$ cat src/rtl/rf_pkg.sv
package rf_pkg;

  localparam int HALF_W = 32;
  localparam int KEY_W  = 48;
  localparam int GRP_W  = 6;
  localparam int NIB_W  = 4;
  localparam int N_GRP  = 8;
  localparam int ROM_DEPTH = 1 << GRP_W;
  localparam int ROM_BITS  = ROM_DEPTH * NIB_W;

  // strobes from control to datapath
  typedef struct packed {
    logic capture;
    logic outValid;
  } rf_strobe_t;

  // straight permutation: output position i (1-based, MSB first) takes this source bit
  localparam int unsigned PERM_TBL [HALF_W] = '{
    16,  7, 20, 21, 29, 12, 28, 17,
     1, 15, 23, 26,  5, 18, 31, 10,
     2,  8, 24, 14, 32, 27,  3,  9,
    19, 13, 30,  6, 22, 11,  4, 25
  };

  // Each table is written row by row; entry 0 is the leftmost nibble.
  function automatic logic [ROM_BITS-1:0] romImage(input int unsigned box);
    logic [ROM_BITS-1:0] img;
    case (box)
      0: img = {64'hE4D12FB83A6C5907, 64'h0F74E2D1A6CB9538,
                64'h41E8D62BFC973A50, 64'hFC8249175B3EA06D};
      1: img = {64'hF18E6B34972DC05A, 64'h3D47F28EC01A69B5,
                64'h0E7BA4D158C6932F, 64'hD8A13F42B67C05E9};
      2: img = {64'hA09E63F51DC7B428, 64'hD709346A285ECBF1,
                64'hD6498F30B12C5AE7, 64'h1AD069874FE3B52C};
      3: img = {64'h7DE3069A1285BC4F, 64'hD8B56F03472C1AE9,
                64'hA690CB7DF13E5284, 64'h3F06A1D8945BC72E};
      4: img = {64'h2C417AB6853FD0E9, 64'hEB2C47D150FA3986,
                64'h421BAD78F9C5630E, 64'hB8C71E2D6F09A453};
      5: img = {64'hC1AF92680D34E75B, 64'hAF427C9561DE0B38,
                64'h9EF528C3704A1DB6, 64'h432C95FABE17608D};
      6: img = {64'h4B2EF08D3C975A61, 64'hD0B7491AE35C2F86,
                64'h14BDC37EAF680592, 64'h6BD814A7950FE23C};
      default:
         img = {64'hD2846FB1A93E50C7, 64'h1FD8A374C56B0E92,
                64'h7B419CE206ADF358, 64'h21E74A8DFC90356B};
    endcase
    return img;
  endfunction

  function automatic logic [NIB_W-1:0] romRead(input int unsigned box,
                                               input logic [GRP_W-1:0] addr);
    logic [ROM_BITS-1:0] img;
    int unsigned top;
    img = romImage(box);
    top = ROM_BITS - 1 - NIB_W * int'(addr);
    return img[top -: NIB_W];
  endfunction

endpackage

$ cat src/rtl/rf_sbox_rom.sv
module rf_sbox_rom #(
  parameter int BOX     = 0,
  parameter bit REG_ROM = 1'b1
) (
  input  logic                     clk,
  input  logic                     rstN,
  input  logic                     load,
  input  logic [rf_pkg::GRP_W-1:0] addr,
  output logic [rf_pkg::NIB_W-1:0] data
);
  import rf_pkg::*;

  logic [NIB_W-1:0] lookup;

  always_comb lookup = romRead(BOX, addr);

  generate
    if (REG_ROM) begin : g_reg
      logic [NIB_W-1:0] dataQ;
      always_ff @(posedge clk or negedge rstN) begin
        if (!rstN)     dataQ <= '0;
        else if (load) dataQ <= lookup;
      end
      assign data = dataQ;
    end else begin : g_comb
      assign data = lookup;
    end
  endgenerate

endmodule

$ cat src/rtl/rf_ctrl.sv
module rf_ctrl #(
  parameter bit REG_ROM = 1'b1
) (
  input  logic               clk,
  input  logic               rstN,
  input  logic               inValid,
  output rf_pkg::rf_strobe_t strobe
);
  import rf_pkg::*;

  generate
    if (REG_ROM) begin : g_reg
      logic validQ;
      always_ff @(posedge clk or negedge rstN) begin
        if (!rstN) validQ <= 1'b0;
        else       validQ <= inValid;
      end
      assign strobe.capture  = inValid;
      assign strobe.outValid = validQ;

      // a valid output is always one cycle behind a valid input
      p_valid_lat_r7: assert property (@(posedge clk) disable iff (!rstN)
        strobe.outValid |-> $past(inValid));
      p_valid_follow_r7: assert property (@(posedge clk) disable iff (!rstN)
        inValid |=> strobe.outValid);
      // leaving reset, no valid is reported yet
      p_reset_clear_r10: assert property (@(posedge clk) disable iff (!rstN)
        $rose(rstN) |-> !strobe.outValid);
    end else begin : g_comb
      assign strobe.capture  = inValid;
      assign strobe.outValid = inValid;
    end
  endgenerate

endmodule

$ cat src/rtl/rf_datapath.sv
module rf_datapath #(
  parameter bit REG_ROM = 1'b1
) (
  input  logic                      clk,
  input  logic                      rstN,
  input  rf_pkg::rf_strobe_t        strobe,
  input  logic [rf_pkg::HALF_W-1:0] rHalf,
  input  logic [rf_pkg::KEY_W-1:0]  roundKey,
  output logic [rf_pkg::HALF_W-1:0] fOut
);
  import rf_pkg::*;

  localparam int STEP = HALF_W / N_GRP;

  logic [KEY_W-1:0]  expWord;
  logic [KEY_W-1:0]  mixWord;
  logic [HALF_W-1:0] subWord;

  // expansion: group g, slot b takes 1-based input bit ((STEP*g + b - 1) mod HALF_W) + 1
  for (genvar g = 0; g < N_GRP; g++) begin : g_exp
    for (genvar b = 0; b < GRP_W; b++) begin : g_bit
      localparam int SRC1 = ((STEP * g + b + HALF_W - 1) % HALF_W) + 1;
      assign expWord[KEY_W - 1 - GRP_W * g - b] = rHalf[HALF_W - SRC1];
    end
  end

  assign mixWord = expWord ^ roundKey;

  // substitution: row from outer bits, column from inner bits
  for (genvar g = 0; g < N_GRP; g++) begin : g_box
    logic [GRP_W-1:0] grp;
    logic [GRP_W-1:0] romAddr;
    logic [NIB_W-1:0] nib;

    assign grp     = mixWord[KEY_W - 1 - GRP_W * g -: GRP_W];
    assign romAddr = {grp[GRP_W-1], grp[0], grp[GRP_W-2:1]};

    rf_sbox_rom #(.BOX(g), .REG_ROM(REG_ROM)) u_rom (
      .clk  (clk),
      .rstN (rstN),
      .load (strobe.capture),
      .addr (romAddr),
      .data (nib)
    );

    assign subWord[HALF_W - 1 - NIB_W * g -: NIB_W] = nib;

    // neighbouring groups overlap by two bits, wrapping at the ends
    p_overlap_r1: assert property (@(posedge clk) disable iff (!rstN)
      expWord[KEY_W - GRP_W * g - GRP_W + 1 -: 2] ==
      expWord[KEY_W - 1 - GRP_W * ((g + 1) % N_GRP) -: 2]);
  end

  // straight permutation
  for (genvar i = 1; i <= HALF_W; i++) begin : g_perm
    localparam int SRC = int'(PERM_TBL[i-1]);
    assign fOut[HALF_W - i] = subWord[HALF_W - SRC];
  end

  if (REG_ROM) begin : g_hold_chk
    // the stored substitution word moves only on a captured input
    p_hold_r9: assert property (@(posedge clk) disable iff (!rstN)
      !$past(strobe.capture) |-> $stable(subWord));
    // fresh out of reset the stored word is zero
    p_reset_zero_r10: assert property (@(posedge clk) disable iff (!rstN)
      $rose(rstN) |-> (subWord == '0));
  end

endmodule

$ cat src/rtl/round_mix_f.sv
module round_mix_f #(
  parameter bit REG_ROM = 1'b1
) (
  input  logic        clk,
  input  logic        rstN,
  input  logic        inValid,
  input  logic [31:0] rHalf,
  input  logic [47:0] roundKey,
  output logic        outValid,
  output logic [31:0] fOut
);
  import rf_pkg::*;

  rf_strobe_t strobe;

  rf_ctrl #(.REG_ROM(REG_ROM)) u_ctrl (
    .clk     (clk),
    .rstN    (rstN),
    .inValid (inValid),
    .strobe  (strobe)
  );

  rf_datapath #(.REG_ROM(REG_ROM)) u_dp (
    .clk      (clk),
    .rstN     (rstN),
    .strobe   (strobe),
    .rHalf    (rHalf),
    .roundKey (roundKey),
    .fOut     (fOut)
  );

  assign outValid = strobe.outValid;

endmodule

$ cat config.mk
export PLATFORM = sky130hd
export DESIGN_NAME = round_mix_f
export DESIGN_NICKNAME = d
export VERILOG_FILES = /design/src/rtl/rf_pkg.sv /design/src/rtl/rf_sbox_rom.sv /design/src/rtl/rf_ctrl.sv /design/src/rtl/rf_datapath.sv /design/src/rtl/round_mix_f.sv
export SDC_FILE = /design/constraint.sdc
export NUM_CORES = 1
export LEC_CHECK = 0
export BUFFER_PORTS_ARGS = -buffer_cell sky130_fd_sc_hd__buf_4
export CAP_MARGIN = 20
export CORE_UTILIZATION = 50
export CTS_CLUSTER_DIAMETER = 50
export CTS_CLUSTER_SIZE = 16
export DETAILED_ROUTE_END_ITERATION = 10
export PLACE_DENSITY_LB_ADDON = 0.25
export SYNTH_ARGS = -nofsm -noshare
export SYNTH_HDL_FRONTEND = slang
export SYNTH_HIERARCHICAL = 1
export SYNTH_SLANG_ARGS = --single-unit
$ cat constraint.sdc
create_clock -name clk -period 1.1 [get_ports clk]
set_input_delay 0.11 -clock clk [delete_from_list [all_inputs] [get_ports clk]]
set_output_delay 0.11 -clock clk [all_outputs]
set_load 0.005 [all_outputs]
==> results.tsv, run 1 <==
metric	value	unit
result of the run	finished with violations	
failing checks	setup timing	
Reg power frac	14.4	%
Initial DRC Count	867	
full die area	14500	um^2
crit-path leading delay family	compound AO/OA/AOI/OAI gates	
PwrDens	1020	nW/um^2
async set-reset flop share out of synthesis	100	%
vias post-DR	8379	
CTS Buf Count	5	
Post-DP Area	10100	um^2
CP max FO	10	
average cell area after synthesis	8.20	um^2
RD Place Congestion	0.908	
post-synthesis mux area share	8.93	%
Slew Limit Headroom	60.3	%
first-pass GRT wire length	36500	um
gr usage total	30.5	%
Synth Area in XOR/XNOR	8.27	%
main combinational cell family by area after synthesis	compound AO/OA/AOI/OAI gates	
critical-path cell list	buf_8 > xor2_4 > buf_6 > buf_4 > nor2b_1 > a2111oi_1 > a2111oi_2 > a311oi_1	
clk_skew	0	ns
Max Cap Viol	0	
cell row count	42	
commonest non-fill, non-tap cell in the layout	buf_4	
r2r worst-path depth	4	
Internal Power	0.00692	W
Mapped Cells	852	
RSZ-0062 raised after global routing	true	
CP Data Required Time	1.29	ns
H-tree depth	2	
final count of pins violating max slew	0	
Place WS	-0.932	ns
adder-cell share of the synthesized area	11.3	%
FMAX	612	MHz
initial antenna violation count	1	
Leak	5.08	nW
Net Switching	0.00508	W
net count after synthesis	998	
number of nets in the layout	1337	
vias in the first global route	7723	
CTS tree	done	
Chip Width	120	um
clk sink count	33	
slew at the pin closest to its max-slew limit	0.594	ns
Final WS setup	-0.535	ns
complex-gate fraction of the synthesized area	29.6	%
Clk Latency, worst-skew pair	0.28	ns
endpoint class of the critical path	flop	
Hold Vio Cnt, Final	0	
slowest CP cell	a2111oi_1	
IO Pins	116	
remaining global-route overflow	0	
simple-gate area share of the yosys netlist	17.9	%
Primary FF master, synth	dfrtp_1	
Hold Crit Depth	3	
Final Setup Violations	32	
largest net degree at the start of global routing	34	
drc violations	0	
layout cells sized above 1	54.4	%
min cycle time layout	1.63	ns
Total Wirelength	26300	um
post-route cell area	11700	um^2
Antenna Nets Post-Route	0	
combinational power share	73.6	%
Setup Crit Path Kind	input pin to flop	
period utilization	149	%
die height	120	um
Starting Density	52.0	%
Yosys Warn Count	6	
average vias per placed instance	6.13	
commonest cells after routing, fill and taps aside	buf_4, buf_6, nor2_1	
Worst Path Buf+Inv	3	
sw frac	42.3	%
Worst path max stage delay	0.58	ns
Antenna diodes	0	
Cell variety after synth	97	
IO buf count	115	
Synth Register Bits	33	
element type at the critical path start	input pin	
dpl hpwl	15900	um
Clk pwr share	12.0	%
Crit path arrival time	1.83	ns
WL/cell	19.2	um
core footprint	13500	um^2
Seq/Total Area, Yosys	11.8	%
Clock Path Buffers	2	
drt first pass iters	5	
Area Growth Syn to Fin	67.8	%
Clock Tree Root	clkbuf_16	
synthesized area	6990	um^2
number of synthesized flops with an enable pin	0	
Crit. path cell count	8	
Peak VDD IR	0.000767	V
Hold WC Path Type	input pin to flop	
Reg clk slew, reported paths	0.06	ns
==> through the flow <==
step	hold WS, ns	setup TNS, ns	power (W)	util (%)	cells
detailed placement	0.102	-22.74	0.00881	75.1	1321
CTS	0.212	-10.82	0.0109	81.8	1346
floorplan	-0.186	-18.26	0.00601	-	852
global placement	0.0973	-21.40	0.00862	75.1	1321
finish	0.225	-12.80	0.0120	87.2	1368
global route	0.242	-14.58	0.0126	87.2	1368
==> cells in the mapped netlist (11+ instances only) <==
| master | count | area (um^2) |
|---|---|---|
| a2111oi_0 | 11 | 96.3 |
| a211o_1 | 11 | 96.3 |
| a211oi_1 | 17 | 128 |
| a21oi_1 | 46 | 230 |
| a31oi_1 | 13 | 81.3 |
| buf_2 | 26 | 130 |
| buf_4 | 21 | 158 |
| buf_6 | 16 | 180 |
| dfrtp_1 | 33 | 826 |
| ha_1 | 63 | 788 |
| inv_1 | 52 | 195 |
| mux2i_1 | 20 | 200 |
| nand2_1 | 49 | 184 |
| nand2b_1 | 28 | 175 |
| nor2_1 | 58 | 218 |
| nor2b_1 | 17 | 106 |
| nor3_1 | 17 | 85.1 |
| o2111ai_1 | 12 | 105 |
| o211ai_1 | 20 | 150 |
| o21ai_0 | 23 | 115 |
| o21ai_1 | 13 | 65.1 |
| xor2_1 | 56 | 490 |
==> path summary, 6_finish.rpt <==
path | start | end | slack (ns)
worst min register to register | u_dp/g_box[3].u_rom/data[3] | u_dp/g_box[3].u_rom/data[3] | 0.50
worst max register to register | u_dp/g_box[2].u_rom/data[1] | u_dp/g_box[2].u_rom/data[1] | -0.30
max in group asynchronous | rstN | u_dp/g_box[1].u_rom/data[1] | 0.37
worst min-delay path | inValid | u_dp/g_box[3].u_rom/data[0] | 0.22
worst max-delay path | roundKey[31] | u_dp/g_box[2].u_rom/data[2] | -0.53
min in group asynchronous | rstN | u_dp/g_box[5].u_rom/data[3] | 0.36
==> routing by layer <==
layer	global-route usage [%]	up-vias	share of wire [%]
li1	-	3812	-
met3	2.97	102	5.8
met2	56.5	402	52
met5	0	-	0.057
met1	36.9	4061	38
met4	9.34	2	3.6
==> area by class of cell <==
cell class | count | area (um^2)
tap | 176 | 220
inverter | 57 | 267
clock buffer | 6 | 129
fill | 684 | 1720
multi-input combinational | 681 | 6710
timing repair buffer | 413 | 3570
sequential | 33 | 826
clock inverter | 2 | 10.0
==> tightest hold or removal path, stage by stage <==
cell,delay (ns)
buf_4,0.19
nand3_1,0.10
o21ai_1,0.06
==> registers in the layout, indices dropped and copies added (netlist names) <==
register               count
u_dp/g_box.u_rom/data     32
u_ctrl/g_reg.validQ        1
==> kinds of logic (layout without fill, tap and decap cells) <==
family                     count (synthesis)  count (layout)
AOI/OAI and AO/OA                        272             272
xor gates and xnor gates                  66              66
adders and majority gates                 63              63
buffers and inverters                    138             478
DFF                                       33              33
muxes                                     44              44
and+or+nand+nor                          236             236
==> power by group through the flow <==
stage	Clock, W	Sequential, W	Combinational [W]
2_1_floorplan	0	0.00171	0.00431
3_3_place_gp	0	0.00173	0.00688
3_5_place_dp	0	0.00173	0.00707
4_1_cts	0.00142	0.00172	0.00775
5_1_grt	0.00148	0.00176	0.00934
6_report	0.00144	0.00173	0.00883
==> timing repair <==
| action | in CTS | in global routing |
|---|---|---|
| buffers inserted | 18 | 29 |
| pin swaps | 70 | 83 |
| resized for setup | 153 | 128 |
| hold buffers | 1 | 0 |
| gates cloned | 0 | 0 |
| setup endpoints to repair | 32 | 32 |
| hold endpoints to repair | 33 | 0 |
(Power assumes the default switching activity.)
==> run 2, diff against run 1 <==
Settings changed: BUFFER_PORTS_ARGS -buffer_cell sky130_fd_sc_hd__buf_4 to -buffer_cell sky130_fd_sc_hd__buf_2, CTS_CLUSTER_SIZE 16 to not set, HOLD_SLACK_MARGIN set to 0.15.
==> results.tsv, run 2 (synthesized netlist as in run 1, its figures left out) <==
metric	value	unit	change
result of the run	finished with violations		unchanged
failing checks	setup timing		unchanged
clk_skew	0	ns	unchanged
CP max FO	3		was 10
commonest cells after routing, fill and taps aside	buf_4, buf_2, nor2_1		was buf_4, buf_6, nor2_1
clk sink count	33		unchanged
PwrDens	1040	nW/um^2	was 1020 nW/um^2
Total Wirelength	25500	um	was 26,300 um
Hold WC Path Type	input pin to async pin		was input pin to flop
CP Data Required Time	1.29	ns	about the same
final count of pins violating max slew	0		unchanged
gr usage total	31.8	%	was 30.5%
IO buf count	115		unchanged
RSZ-0062 raised after global routing	true		unchanged
initial antenna violation count	0		was 1
Fin Hold WS	0.284	ns	was 0.225 ns
vias in the first global route	8114		was 7,723
average vias per placed instance	6.00		was 6.13
CTS Buf Count	5		unchanged
remaining global-route overflow	0		unchanged
met2 usage	57.7	%	was 56.5%
Setup Crit Path Kind	input pin to flop		unchanged
Reg clk slew, reported paths	0.06	ns	about the same
vias post-DR	8206		was 8,379
drc violations	0		unchanged
FMAX	572	MHz	was 612 MHz
# fillers	717		was 684
Area Growth Syn to Fin	64.6	%	was 67.8%
Hold Vio Cnt, Final	0		unchanged
fin util	85.5	%	was 87.2%
largest net degree at the start of global routing	24		was 34
period utilization	159	%	was 149%
Leak	5.01	nW	was 5.08 nW
min cycle time layout	1.75	ns	was 1.63 ns
Starting Density	52.0	%	unchanged
met1 Track Usage GR	38.4	%	was 36.9%
RD Place Congestion	0.946		was 0.908
commonest non-fill, non-tap cell in the layout	buf_4		unchanged
Clock Tree Root	clkbuf_16		unchanged
Final WS setup	-0.648	ns	was -0.535 ns
IO Pins	116		unchanged
die height	120	um	unchanged
number of nets in the layout	1337		unchanged
max reg flops	32		unchanged
Antenna Nets Post-Route	0		unchanged
Clk Latency, worst-skew pair	0.27	ns	was 0.28 ns
Initial DRC Count	686		was 867
Chip Width	120	um	unchanged
Slew Limit Headroom	68.5	%	was 60.3%
drt first pass iters	7		was 5
endpoint class of the critical path	flop		unchanged
full die area	14500	um^2	unchanged
layout cells sized above 1	54.3	%	was 54.4%
Max Cap Viol	0		unchanged
multi-input logic area	6660	um^2	was 6710 um^2
gr busiest metal	met2		unchanged
core footprint	13500	um^2	unchanged
element type at the critical path start	input pin		unchanged
Place WS	-0.831	ns	was -0.932 ns
cell row count	42		unchanged
Peak VDD IR	0.000706	V	was 0.000767 V
routing usage on met3	3.25	%	was 2.97%
slew at the pin closest to its max-slew limit	0.471	ns	was 0.594 ns
WL/cell	18.7	um	was 19.2 um
H-tree depth	2		unchanged
dpl hpwl	15800	um	was 15,900 um
Clock Path Buffers	2		unchanged
FF+latch area	826	um^2	unchanged
Antenna diodes	0		unchanged
Final Setup Violations	32		unchanged
CTS tree	done		unchanged
Crit path arrival time	1.94	ns	was 1.83 ns
first-pass GRT wire length	38000	um	was 36,500 um
run 2: cell count changes in the layout (fill, tap and decap cells not counted), sizes merged:
cell	previous run	this run
bufinv	0	1
clkinv	2	1
inv	55	54
clkbuf	6	8
buf	412	411
run 2: routing by layer:
metal,part of all wire [%],wire [um]
met5,0,0
met3,5.1,1310
met1,37,9560
met4,4.3,1090
met2,53,13600
run 2: critical path, cell delays in order:
cell	delay (ns)
buf_8	0.10
xor2_4	0.20
clkinvlp_4	0.18
buf_4	0.18
buf_6	0.13
ha_4	0.15
mux4_2	0.46
or3_1	0.35
o211ai_1	0.08
run 2: stage by stage:
step | instances | TNS [ns] | total power, W | area, um^2
2_1_floorplan | 852 | -18.26 | 0.00601 | 7620
3_3_place_gp | 1311 | -21.46 | 0.00836 | 9770
3_5_place_dp | 1311 | -22.75 | 0.00854 | 9770
4_1_cts | 1352 | -10.68 | 0.0111 | 11000
5_1_grt | 1368 | -14.03 | 0.0126 | 11500
6_report | 1368 | -12.31 | 0.0119 | 11500
run 2: what timing repair did:
item / CTS / global route
pin swaps: 90 / 68
buffers inserted: 33 / 18
gates cloned: 0 / 0
hold endpoints to repair: 33 / 0
resized for setup: 196 / 92
setup endpoints to repair: 32 / 32
hold buffers: 1 / 0
run 2: cell type report:
| type | count | area share, % |
|---|---|---|
| Tap cell | 176 | 1.91 |
| Clock inverter | 1 | 0.261 |
| Sequential cell | 33 | 7.18 |
| Clock buffer | 7 | 1.24 |
| Inverter | 57 | 2.29 |
| Timing Repair Buffer | 413 | 29.2 |
| Multi-Input combinational cell | 681 | 57.9 |
run 2: worst paths after layout:
check | from | to | slack, ns | depth (start not counted)
min in group clk | roundKey[47] | u_dp/g_box[0].u_rom/data[2] | 0.31 | 5
hold reg to reg | u_dp/g_box[3].u_rom/data[3] | u_dp/g_box[3].u_rom/data[3] | 0.49 | 1
setup reg to reg | u_dp/g_box[2].u_rom/data[1] | u_dp/g_box[2].u_rom/data[1] | -0.13 | 4
hold / removal | rstN | u_dp/g_box[5].u_rom/data[3] | 0.28 | 2
max in group asynchronous | rstN | u_dp/g_box[0].u_rom/data[1] | 0.36 | 3
setup / recovery | rHalf[29] | u_dp/g_box[0].u_rom/data[0] | -0.65 | 9
run 2: power breakdown:
| group | internal, W | switching (W) | total, W | leakage (nW) |
|---|---|---|---|---|
| logic | 0.00434 | 0.00417 | 0.00852 | 4.54 |
| registers | 0.00151 | 0.000204 | 0.00172 | 0.384 |
| clock network | 0.00113 | 0.000566 | 0.00170 | 0.0841 |
| total | 0.00699 | 0.00494 | 0.0119 | 5.01 |
==> run 3, diff against run 2 <==
Settings changed: ABC_CLOCK_PERIOD_IN_PS set to 2100, CORE_UTILIZATION 50 to 64.
Clock period 1.1 ns to 2.1 ns, I/O delays scaled along.
==> results.tsv, run 3 (synthesized netlist as in run 1, its figures left out) <==
metric	value	unit	change
Net Switching	0.00193	W	was 0.00494 W
average vias per placed instance	6.40		was 6.00
Fin Hold WS	0.333	ns	was 0.284 ns
Total Wirelength	17800	um	was 25,500 um
number of nets in the layout	1118		was 1,337
drt first pass iters	5		was 7
fin util	76.8	%	was 85.5%
Hold WC Path Type	input pin to flop		was input pin to async pin
Leak	3.61	nW	was 5.01 nW
Chip Width	107	um	was 120 um
layout cells sized above 1	28.3	%	was 54.3%
Initial DRC Count	775		was 686
gr usage total	31.6	%	was 31.8%
FMAX	552	MHz	
Final Setup Violations	0		was 32
routed wl met2	9200	um	was 13,600 um
Max Cap Viol	0		unchanged
sw frac	44.4	%	was 41.4%
Internal Power	0.00241	W	was 0.00699 W
Setup Crit Path Kind	input pin to flop		unchanged
Met1 Wirelength	7300	um	was 9560 um
IO buf count	115		unchanged
Clk Latency, worst-skew pair	0.29	ns	was 0.27 ns
Reg power frac	20.5	%	was 14.4%
Final WS setup	0.288	ns	was -0.648 ns
Clk pwr share	12.9	%	was 14.2%
endpoint class of the critical path	flop		unchanged
vias post-DR	7097		was 8,206
DR top layer	met4		unchanged
drc violations	0		unchanged
remaining global-route overflow	0		unchanged
met3 WL	1070	um	was 1310 um
CTS tree	done		unchanged
clk sink count	33		unchanged
CTS Buf Count	5		unchanged
period utilization	86.3	%	
full die area	11300	um^2	was 14,500 um^2
Antenna diodes	0		unchanged
Starting Density	66.8	%	was 52.0%
Final TNS setup	0	ns	was -12.31 ns
max reg flops	32		unchanged
combinational power share	66.6	%	was 71.4%
first-pass GRT wire length	30000	um	was 38,000 um
cell row count	37		was 42
clk_skew	0	ns	unchanged
largest net degree at the start of global routing	34		was 24
commonest cells after routing, fill and taps aside	buf_2, buf_4, ha_1		was buf_4, buf_2, nor2_1
dpl hpwl	13500	um	was 15,800 um
result of the run	finished clean		was finished with violations
final count of pins violating max slew	0		unchanged
CP max FO	13		was 3
die height	107	um	was 120 um
core footprint	10500	um^2	was 13,500 um^2
PwrDens	540	nW/um^2	was 1040 nW/um^2
Clock Tree Root	clkbuf_8		was clkbuf_16
Crit path arrival time	2.00	ns	was 1.94 ns
H-tree depth	2		unchanged
RD Place Congestion	1.02		was 0.946
slew at the pin closest to its max-slew limit	0.824	ns	was 0.471 ns
element type at the critical path start	input pin		unchanged
Peak VDD IR	0.000311	V	was 0.000706 V
vias in the first global route	6517		was 8,114
Place WS	0.00708	ns	was -0.831 ns
WL/cell	16.0	um	was 18.7 um
Clock Path Buffers	2		unchanged
IO Pins	116		unchanged
Slew Limit Headroom	45.1	%	was 68.5%
Reg clk slew, reported paths	0.08	ns	was 0.06 ns
initial antenna violation count	0		unchanged
CP Data Required Time	2.29	ns	was 1.29 ns
RSZ-0062 raised after global routing	false		was true
min cycle time layout	1.81	ns	
commonest non-fill, non-tap cell in the layout	buf_2		was buf_4
Hold Vio Cnt, Final	0		unchanged
Area Growth Syn to Fin	14.9	%	was 64.6%
Antenna Nets Post-Route	0		unchanged
run 3: cell count changes in the layout (fill, tap and decap cells not counted), moves of 14 or more:
cell,delta
ha_4,-29
ha_1,+40
inv_1,+14
buf_2,+32
xor2_4,-16
buf_8,-19
buf_4,-177
buf_6,-49
run 3: what timing repair did:
| action | in CTS | in global routing |
|---|---|---|
| hold buffers | 1 | 0 |
| setup buffers | 0 | 0 |
| resized for setup | 0 | 0 |
| endpoints found under the hold margin | 33 | 0 |
run 3: path summary, 6_finish.rpt:
path | startpoint | end | slack (ns) | cells past startpoint
max in group asynchronous | rstN | u_dp/g_box[7].u_rom/data[3] | 1.03 | 2
hold reg to reg | u_dp/g_box[7].u_rom/data[2] | u_dp/g_box[7].u_rom/data[2] | 0.49 | 1
setup / recovery | roundKey[43] | u_dp/g_box[0].u_rom/data[2] | 0.29 | 9
min in group asynchronous | rstN | u_dp/g_box[5].u_rom/data[0] | 0.55 | 2
setup reg to reg | u_dp/g_box[2].u_rom/data[1] | u_dp/g_box[2].u_rom/data[1] | 1.01 | 4
hold / removal | roundKey[47] | u_dp/g_box[0].u_rom/data[2] | 0.33 | 4
run 3: worst max-delay path, stage by stage:
cell      delay (ns)
buf_2           0.12
xor2_2          0.23
inv_2           0.06
ha_1            0.46
nand2_1         0.18
o21ai_0         0.12
a221oi_2        0.26
o21ai_1         0.09
a311oi_1        0.28
run 3: power groups by stage:
stage	clock network [W]	registers, W	logic (W)
after global routing	0.000597	0.000905	0.00317
after detailed placement	0	0.000898	0.00284
after CTS	0.000575	0.000887	0.00286
final	0.000561	0.000888	0.00289
after global placement	0	0.000893	0.00273
after floorplan	0	0.000894	0.00207
run 3: cell type report:
class                      instances  area, um^2
sequential                        33         826
clock buffer                       7        96.3
fill                             799        2430
tap                              136         170
clock inverter                     1        5.00
inverter                          57         228
timing repair buffer             194        1250
multi-input combinational        681        5460
run 3: stage by stage:
stage / instances / instance area (um^2) / power, W
after global placement: 1100 / 7920 / 0.00362
after floorplan: 852 / 7100 / 0.00296
final: 1109 / 8040 / 0.00434
after detailed placement: 1100 / 7920 / 0.00374
after global routing: 1109 / 8040 / 0.00467
after CTS: 1109 / 8040 / 0.00432
run 3: layer usage:
layer	global-route usage [%]	up-vias
met4	6.75	0
met2	58.1	337
met3	2.76	34
li1	-	3367
met1	39.9	3359
met5	0	-
